$ cat src/rtl/pgwr_pkg.sv
// Package: shared types for the page write buffer.
// Assumes nothing beyond IEEE 1800-2017 packages.
package pgwr_pkg;
    typedef enum logic [1:0] {
        ST_IDLE = 2'd0,
        ST_FILL = 2'd1,
        ST_PROG = 2'd2
    } pg_state_e;
endpackage

$ cat src/rtl/pgwr_ptr.sv
// Address pointer: holds the page number fixed and steps the in-page
// offset modulo the page size. Assumes the page size is a power of two.
module pgwr_ptr #(
    parameter int ADDR_W = 7,
    parameter int OFF_W  = 2,
    parameter int PAGE_W = ADDR_W - OFF_W
) (
    input  logic              clk,
    input  logic              rst_n,
    input  logic              load,
    input  logic [ADDR_W-1:0] load_addr,
    input  logic              step,
    output logic [PAGE_W-1:0] page,
    output logic [OFF_W-1:0]  off
);
    // Load page/offset on start; advance offset only, wrapping naturally.
    always_ff @(posedge clk) begin
        if (!rst_n) begin
            page <= '0;
            off  <= '0;
        end else if (load) begin
            page <= load_addr[ADDR_W-1:OFF_W];
            off  <= load_addr[OFF_W-1:0];
        end else if (step) begin
            off  <= off + 1'b1;
        end
    end
endmodule

$ cat src/rtl/pgwr_lanes.sv
// Lane storage: one data register and one loaded flag per page byte.
// A write replaces the addressed lane; clear drops every loaded flag.
// Assumes clear and write are never asserted in the same clock.
module pgwr_lanes #(
    parameter int LANES  = 4,
    parameter int DATA_W = 8,
    parameter int OFF_W  = 2
) (
    input  logic                    clk,
    input  logic                    rst_n,
    input  logic                    clr,
    input  logic                    wr,
    input  logic [OFF_W-1:0]        wr_off,
    input  logic [DATA_W-1:0]       wr_data,
    output logic [LANES-1:0]        vld,
    output logic [LANES*DATA_W-1:0] data
);
    for (genvar i = 0; i < LANES; i++) begin : g_lane
        logic hit;
        assign hit = wr && (wr_off == OFF_W'(i));

        // Track whether lane i was loaded in the current transfer.
        always_ff @(posedge clk) begin
            if (!rst_n || clr) vld[i] <= 1'b0;
            else if (hit)      vld[i] <= 1'b1;
        end

        // Capture the newest byte aimed at lane i.
        always_ff @(posedge clk) begin
            if (!rst_n)   data[i*DATA_W +: DATA_W] <= '0;
            else if (hit) data[i*DATA_W +: DATA_W] <= wr_data;
        end
    end
endmodule

$ cat src/rtl/pgwr_timer.sv
// Programming timer: once started, run is high for exactly CYCLES
// clocks and last marks the final one. Assumes CYCLES >= 1 and that
// start is only raised while run is low.
module pgwr_timer #(
    parameter int CYCLES = 20,
    parameter int CNT_W  = $clog2(CYCLES + 1)
) (
    input  logic clk,
    input  logic rst_n,
    input  logic start,
    output logic run,
    output logic last
);
    logic [CNT_W-1:0] cnt;

    // Count the remaining clocks of the cycle down to zero.
    always_ff @(posedge clk) begin
        if (!rst_n) begin
            run <= 1'b0;
            cnt <= '0;
        end else if (start) begin
            run <= 1'b1;
            cnt <= CNT_W'(CYCLES - 1);
        end else if (run) begin
            if (cnt == '0) run <= 1'b0;
            else           cnt <= cnt - 1'b1;
        end
    end

    // Flag the final clock of the cycle.
    always_comb last = run && (cnt == '0);
endmodule

$ cat src/rtl/pgwr_commit.sv
// Page write buffer with timed commit. Collects bytes of one page during
// a write transfer, then commits the loaded lanes in a single write at
// the end of a self-timed cycle. Assumes strobes are one clock wide;
// when several arrive in one clock, stop wins over start, and start wins
// over data.
module pgwr_commit #(
    parameter int ADDR_W      = 7,
    parameter int DATA_W      = 8,
    parameter int PAGE_BYTES  = 4,
    parameter int PROG_CYCLES = 20,
    localparam int OFF_W      = $clog2(PAGE_BYTES),
    localparam int PAGE_W     = ADDR_W - OFF_W
) (
    input  logic                         clk,
    input  logic                         rst_n,
    input  logic                         wr_start,
    input  logic [ADDR_W-1:0]            wr_addr,
    input  logic                         byte_vld,
    input  logic [DATA_W-1:0]            byte_data,
    input  logic                         stop_strobe,
    output logic [PAGE_BYTES-1:0]        mem_we,
    output logic [PAGE_W-1:0]            mem_page,
    output logic [PAGE_BYTES*DATA_W-1:0] mem_wdata,
    output logic                         busy
);
    import pgwr_pkg::*;

    pg_state_e             state;
    logic                  stop_acc, start_acc, byte_acc, go_prog;
    logic [OFF_W-1:0]      off;
    logic [PAGE_BYTES-1:0] vld;
    logic                  tmr_run, tmr_last;

    // Qualify the incoming strobes against the current state.
    always_comb begin
        stop_acc  = (state == ST_FILL) && stop_strobe;
        start_acc = (state != ST_PROG) && wr_start && !stop_acc;
        byte_acc  = (state == ST_FILL) && byte_vld && !stop_acc && !wr_start;
        go_prog   = stop_acc && (|vld);
    end

    // Transfer sequencing: idle, filling, programming.
    always_ff @(posedge clk) begin
        if (!rst_n) begin
            state <= ST_IDLE;
        end else begin
            case (state)
                ST_IDLE: if (start_acc) state <= ST_FILL;
                ST_FILL: begin
                    if (go_prog)       state <= ST_PROG;
                    else if (stop_acc) state <= ST_IDLE;
                end
                ST_PROG: if (tmr_last) state <= ST_IDLE;
                default:               state <= ST_IDLE;
            endcase
        end
    end

    pgwr_ptr #(
        .ADDR_W (ADDR_W),
        .OFF_W  (OFF_W),
        .PAGE_W (PAGE_W)
    ) u_ptr (
        .clk       (clk),
        .rst_n     (rst_n),
        .load      (start_acc),
        .load_addr (wr_addr),
        .step      (byte_acc),
        .page      (mem_page),
        .off       (off)
    );

    pgwr_lanes #(
        .LANES  (PAGE_BYTES),
        .DATA_W (DATA_W),
        .OFF_W  (OFF_W)
    ) u_lanes (
        .clk     (clk),
        .rst_n   (rst_n),
        .clr     (start_acc || tmr_last),
        .wr      (byte_acc),
        .wr_off  (off),
        .wr_data (byte_data),
        .vld     (vld),
        .data    (mem_wdata)
    );

    pgwr_timer #(
        .CYCLES (PROG_CYCLES)
    ) u_tmr (
        .clk   (clk),
        .rst_n (rst_n),
        .start (go_prog),
        .run   (tmr_run),
        .last  (tmr_last)
    );

    // Commit every loaded lane together in the last programming clock.
    always_comb begin
        busy   = tmr_run;
        mem_we = {PAGE_BYTES{tmr_last}} & vld;
    end
endmodule

$ cat config.mk
export PLATFORM = sky130hd
export DESIGN_NAME = pgwr_commit
export DESIGN_NICKNAME = d
export VERILOG_FILES = /design/src/rtl/pgwr_pkg.sv /design/src/rtl/pgwr_ptr.sv /design/src/rtl/pgwr_lanes.sv /design/src/rtl/pgwr_timer.sv /design/src/rtl/pgwr_commit.sv
export SDC_FILE = /design/constraint.sdc
export NUM_CORES = 1
export LEC_CHECK = 0
export ABC_CLOCK_PERIOD_IN_PS = 2150
export BUFFER_PORTS_ARGS = -buffer_cell sky130_fd_sc_hd__buf_4
export CAP_MARGIN = 20
export CORE_ASPECT_RATIO = 1.5
export CORE_MARGIN = 2
export CORE_UTILIZATION = 40
export DETAILED_ROUTE_END_ITERATION = 10
export PLACE_DENSITY = 0.65
export SYNTH_ARGS = -nofsm -noshare
export SYNTH_HDL_FRONTEND = slang
export SYNTH_SLANG_ARGS = --single-unit
$ cat constraint.sdc
create_clock -name clk -period 2.15 [get_ports clk]
set_clock_uncertainty 0.05 [all_clocks]
set_input_delay 0.215 -clock clk [delete_from_list [all_inputs] [get_ports clk]]
set_output_delay 0.215 -clock clk [all_outputs]
set_load 0.01 [all_outputs]
---- Yosys cells after proc, flatten, opt, wreduce, memory -nomap -nowiden ----
Cells that the tools add are included.
word-level totals
  register bits after elaboration ......... 51
  bits in latches ......................... 0
  bits in writable memories ............... 0
  ROM bits ................................ 0
  input bits .............................. 20
  output and inout bits ................... 42
  word-level logic and storage cells ...... 69
  memories kept ........................... 0
cells by class
  add/sub/neg operators ................... 2
  multiply operators ...................... 0
  div/mod/pow operators ................... 0
  magnitude comparators ................... 0
  equality and inequality tests ........... 10
  shift operators ......................... 0
  muxes and demuxes ....................... 13
  bitwise gates (word level) .............. 3
  reductions and logical operators ........ 27
operator list
  operator               count
  $mux W5                3
  $logic_and A1 B1 Y1    12
  $mux W2                6
  $ne A2 B2 Y1 const B   4
  $eq A2 B2 Y1 const B   3
  $pmux W2 S3            1
  $logic_not A5 Y1       1
  $sub A5 B1 Y5 const B  1
  $and A4 B4 Y4          1
  $eq A2 B1 Y1 const B   2
  $logic_not A2 Y1       2
  $reduce_and A2 Y1      2
  $reduce_bool A2 Y1     2
  $reduce_or A4 Y1       1
  $logic_not A1 Y1       3
  $mux W1                3
  $ne A3 B3 Y1 const B   1
  $reduce_and A3 Y1      1
  $add A2 B1 Y2 const B  1
  $logic_or A1 B1 Y1     2
  $not A1 Y1             2
  $reduce_or A2 Y1       1

---- Longest topological paths before layout ----
  word-level depth ........................ 7
  mapped depth ............................ 6
  mapped depth without buffers ............ 5

---- Cells and area by module ----
A second synthesis with hierarchy kept.
second synthesis, totals
  cell total of the unflattened synthesis .. 208
  area total of the unflattened synthesis .. 2049.5 µm²
by module, submodules not included
  module       times used  cells each  area an instance (µm²)  sequential area each (µm²)
  pgwr_lanes   1           129         1303.8                  720.7
  pgwr_timer   1           35          300.3                   120.1
  pgwr_ptr     1           25          290.3                   140.1
  pgwr_commit  1           19          155.1                   40.0

---- Worst setup path after synthesis ----
No wires, ideal clock.
  kind .................................... reg-to-output
  from .................................... reg u_tmr.cnt[0]
  to ...................................... out mem_we[0]
  arrival ................................. 1.303 ns
  data required time ...................... 1.885 ns
  slack ................................... 0.582 ns
  stages on the path, launching flop included .. 6
  buffers on the path ..................... 0
  cell sequence ........................... dfxtp_1 > inv_1 > ha_1 > nand2_1 > nor4_1 > and2_1
on the way
  word-level cells in the longest chain between the ends .. 3
RTL lines
  what                      RTL line            text
  start: declaration        pgwr_timer.sv:14    logic [CNT_W-1:0] cnt;
  start signal: assignment  pgwr_timer.sv:23    cnt <= CNT_W'(CYCLES - 1);
  start signal: assignment  pgwr_timer.sv:26    else cnt <= cnt - 1'b1;
  $logic_not A5 Y1          pgwr_timer.sv:31    always_comb last = run && (cnt == '0);
  $logic_and A1 B1 Y1       pgwr_timer.sv:31
  $and A4 B4 Y4             pgwr_commit.sv:101  mem_we = {PAGE_BYTES{tmr_last}} & vld;
  end: declaration          pgwr_commit.sv:21   output logic [PAGE_BYTES-1:0] mem_we,
Every way passes these cells.

---- Final worst setup path ----
  from .................................... reg u_tmr.cnt[0]
  to ...................................... out mem_we[1]
Same word-level chain as after synthesis.

==> flow_results.org <==
** Setup path
- CP max FO :: 6
- By startpoint and endpoint, the worst setup path is classified as reg -> out.
- CP arrival :: 1.76 ns
- Counting cells, the worst reg-to-reg path comes to 5.
- STA classifies the critical path startpoint as a flip-flop.
- Across all register-to-register paths, the minimum setup slack is 0.48 ns.
- Reg-to-reg critical path startpoint :: u_tmr.cnt[0]$_SDFFE_PN0P_
- In this run the critical register-to-register path is captured at u_tmr.cnt[1]$_SDFFE_PN0P_.
- The worst setup path is captured at a primary output.
- For the worst setup path, the data required time is 1.88 ns.
- Worst Setup SP :: u_tmr.cnt[0]$_SDFFE_PN0P_

** Timing
- Counting I/O delays and the setup requirement, the final critical path takes roughly 2.0 ns.
- Maximum operating frequency :: approximately 500 MHz
- Setup_tns :: 0 ns
- Final setup violation count :: 0
- At the pin with the least slew margin, the transition time is 0.668 ns.
- The final critical path takes up 94.0% of the cycle.
- The number of slew-limit violations in the final report is 0.
- Unrepaired setup endpoints after global routing :: no
- In this run the tightest slew margin relative to its limit is between 50% and 60%.
- The final-report hold violation count is 0.

** Placed design
- Detailed Place HPWL :: 3870 um
- Number of buffers inserted by port buffering :: 61
- At the end of routability-driven placement, the weighted congestion stood at 0.756.
- Standard cell area after detailed placement :: 2720 um2

** GRT
- Largest net degree at the start of global routing :: 38
- Global-route met1 utilization :: 21.9%
- After global routing, the most crowded layer is met2.
- Leftover overflow at the end of global routing :: 0
- The via count of the first global-routing pass was 1,899.
- Antenna violations before repair :: 0
- Global routing used about 18% of the available tracks across all layers.
- Global-route wire length before repair :: 8800 um
- In the global route stage, met3 resource usage came out at 4.01%.
- For met2 alone, demand over resource in global routing was 31.7%.

** Synth
- The share of the Yosys chip area taken by registers is 46.0%.
- In the synthesized netlist the dominant register cell turns out to be sky130_fd_sc_hd__dfxtp_1.
- Net count after synthesis :: 265
- Yosys printed 0 warnings.
- The mapped netlist covers 2220 um2.
- Number of distinct library cell variants in the gate-level netlist after synthesis :: 38
- Number of flip-flops and latches in the synthesized netlist :: a little over 50
- Synthesis handed over a netlist of 240 instances.
- Post-synth ARST share :: 0%
- Averaged over all synthesized cells, the footprint is 9.25 um2.
- Count of flip-flops with a built-in enable after synthesis :: 0

** Die
- Num rows :: 33
- Vertical extent of the die :: 95.3 um
- The die is 64.8 um wide.
- IO Count :: 62
- For this configuration, the core starts out at a cell density of between 40% and 50%.
- The die covers 6180 um2.
- Placeable core area :: 5410 um2

** Cells and area
- The repair_antennas step left the layout with diodes totalling 0.
- After the last flow step, the layout net total stands at 320.
- Synthesis-to-layout area growth :: 26.9%
- Final Cell Area :: around 2800 um2
- Layout cell share with drive strength beyond 1 :: between 20 and 30%

** Clocking
- Number of buffers on the longest clock path :: 2
- H-tree level count :: 2
- Clock tree from TritonCTS :: built
- Clock sink total :: 51
- Root Buffer :: sky130_fd_sc_hd__clkbuf_8
- Clock transition at the register clock pins on the worst setup and hold paths after CTS :: 0.09 ns
- Clock latency at the later pin of the worst-skew pair :: 0.30 ns
- The number of clock buffers added by TritonCTS is 5.
- After clock tree synthesis, the flow added hold-fix buffers numbering 0.

** Routing
- Number of routed nets with antenna violations :: 0
- Detailed-route DRC error count :: 0
- For this block, the routed nets add up to 5250 um of wire.
- For this run, the detailed router's first-pass iteration total came to 4.
- DRC marker count from the first detailed-route iteration :: 89
- Vias per cell :: 5.27
- Wire length per cell after detailed routing :: 14.3 um
- Across all layers, the routed design uses just under 2,000 vias.

** Power and ir drop
- Maximum vdd ir drop :: between 0.4 and 0.5 mV
- Power Dens Cells :: 594 nW/um2
- Summed over all cells, the static leakage comes to 1.25 nW.

** Min path
- For hold timing, the worst endpoint is state[0]$_SDFFE_PN0P_.
- Counting instances, the worst hold path has a depth of 2.
- Class of the worst hold path :: in -> reg
- Worst min-delay path startpoint :: stop_strobe

** Flow run
- The tool flagged a number of max-cap violations equal to 0.

** Status
- The run finished with clean final reports.
layout make-up:
cell class                 count  area (um2)
sequential                    51        1020
clock buffer                   5        68.8
clock inverter                 3        23.8
timing repair buffer          66         495
tap                           70        87.6
inverter                       7        26.3
fill                         540        2590
multi-input combinational    164        1100
where the power goes:
group	internal, mW	switching, mW
logic	0.0638	0.0844
registers	0.958	0.0118
clock network	0.233	0.324
total	1.26	0.420
worst max-delay path: stages, from the launching register on:
cell	delay, ns
sky130_fd_sc_hd__dfxtp_1	0.32
sky130_fd_sc_hd__inv_1	0.08
sky130_fd_sc_hd__ha_1	0.19
sky130_fd_sc_hd__nand2_1	0.15
sky130_fd_sc_hd__or4_4	0.47
sky130_fd_sc_hd__nor2_1	0.12
sky130_fd_sc_hd__buf_4	0.13
cells in the final DEF, fill, tap and decap left out, types with 2 or more instances in the layout:
cell type	n
sky130_fd_sc_hd__nand3b_1	2
sky130_fd_sc_hd__nand3_1	15
sky130_fd_sc_hd__nand4_1	5
sky130_fd_sc_hd__a31oi_1	3
sky130_fd_sc_hd__ha_1	5
sky130_fd_sc_hd__clkbuf_8	5
sky130_fd_sc_hd__a21o_1	2
sky130_fd_sc_hd__and2_1	3
sky130_fd_sc_hd__o41ai_1	3
sky130_fd_sc_hd__dfxtp_1	51
sky130_fd_sc_hd__nor2_1	2
sky130_fd_sc_hd__and3_1	2
sky130_fd_sc_hd__buf_4	66
sky130_fd_sc_hd__nand2b_1	2
sky130_fd_sc_hd__nor2b_1	2
sky130_fd_sc_hd__nand2_1	36
sky130_fd_sc_hd__o2111a_1	2
sky130_fd_sc_hd__inv_1	7
sky130_fd_sc_hd__o31ai_1	7
sky130_fd_sc_hd__mux2i_1	24
sky130_fd_sc_hd__and3b_1	2
sky130_fd_sc_hd__clkinvlp_4	2
sky130_fd_sc_hd__or3_1	2
sky130_fd_sc_hd__a21oi_1	19
sky130_fd_sc_hd__o21ai_0	11
worst max path at each step:
stage / end / cells past startpoint
2_1_floorplan: mem_we[0] / 5
3_3_place_gp: mem_we[1] / 6
3_5_place_dp: mem_we[1] / 6
4_1_cts: mem_we[1] / 6
5_1_grt: mem_we[1] / 6
6_report: mem_we[1] / 6
layer usage:
layer,up-vias,routed length (um)
li1,967,-
met1,913,2290
met2,42,2670
met3,5,229
met4,0,59
met5,-,0
synthesized netlist by cell type (3+ instances only):
library cell               instances  area, um2
sky130_fd_sc_hd__nand2_1          36        135
sky130_fd_sc_hd__and2_1            3       18.8
sky130_fd_sc_hd__dfxtp_1          51       1020
sky130_fd_sc_hd__inv_1             7       26.3
sky130_fd_sc_hd__mux2i_1          24        240
sky130_fd_sc_hd__clkbuf_1         12       45.0
sky130_fd_sc_hd__ha_1              5       62.6
sky130_fd_sc_hd__nand3_1          15       75.1
sky130_fd_sc_hd__nand4_1           5       31.3
sky130_fd_sc_hd__o41ai_1           3       26.3
sky130_fd_sc_hd__o21ai_0          11       55.1
sky130_fd_sc_hd__a21oi_1          19       95.1
sky130_fd_sc_hd__buf_2             4       20.0
sky130_fd_sc_hd__o31ai_1           7       52.6
sky130_fd_sc_hd__a31oi_1           3       18.8
kinds of logic after synthesis:
group,count (synthesis),synth area share [%]
and+or+nand+nor,84,20.5
AOI/OAI and AO/OA,51,14.8
DFF,51,46.0
buffers and inverters,25,5.13
muxes,24,10.8
adders and majority gates,5,2.82
sequential cells by signal (all words and copies together) (netlist names):
name,cells
u_ptr.off,2
u_tmr.run,1
u_ptr.page,5
u_lanes.data,32
u_tmr.cnt,5
u_lanes.vld,4
state,2
through the flow:
| stage | util [%] | setup WS, ns | hold WS, ns | std cells | power (mW) |
|---|---|---|---|---|---|
| 6_report | 52.1 | 0.130 | 0.101 | 366 | 1.68 |
| 4_1_cts | 51.9 | 0.116 | 0.0941 | 366 | 1.70 |
| 3_3_place_gp | 50.2 | 0.517 | 0.396 | 358 | 1.14 |
| 2_1_floorplan | - | 0.582 | 0.266 | 240 | 1.07 |
| 5_1_grt | 52.1 | 0.00116 | 0.105 | 366 | 1.75 |
| 3_5_place_dp | 50.2 | 0.471 | 0.401 | 358 | 1.14 |
repair_timing:
item,in CTS,in global routing
gates resized for setup,0,2
buffers inserted,0,0
endpoints found under the setup margin,0,4
Note: power is estimated with default switching activity, not from simulation.
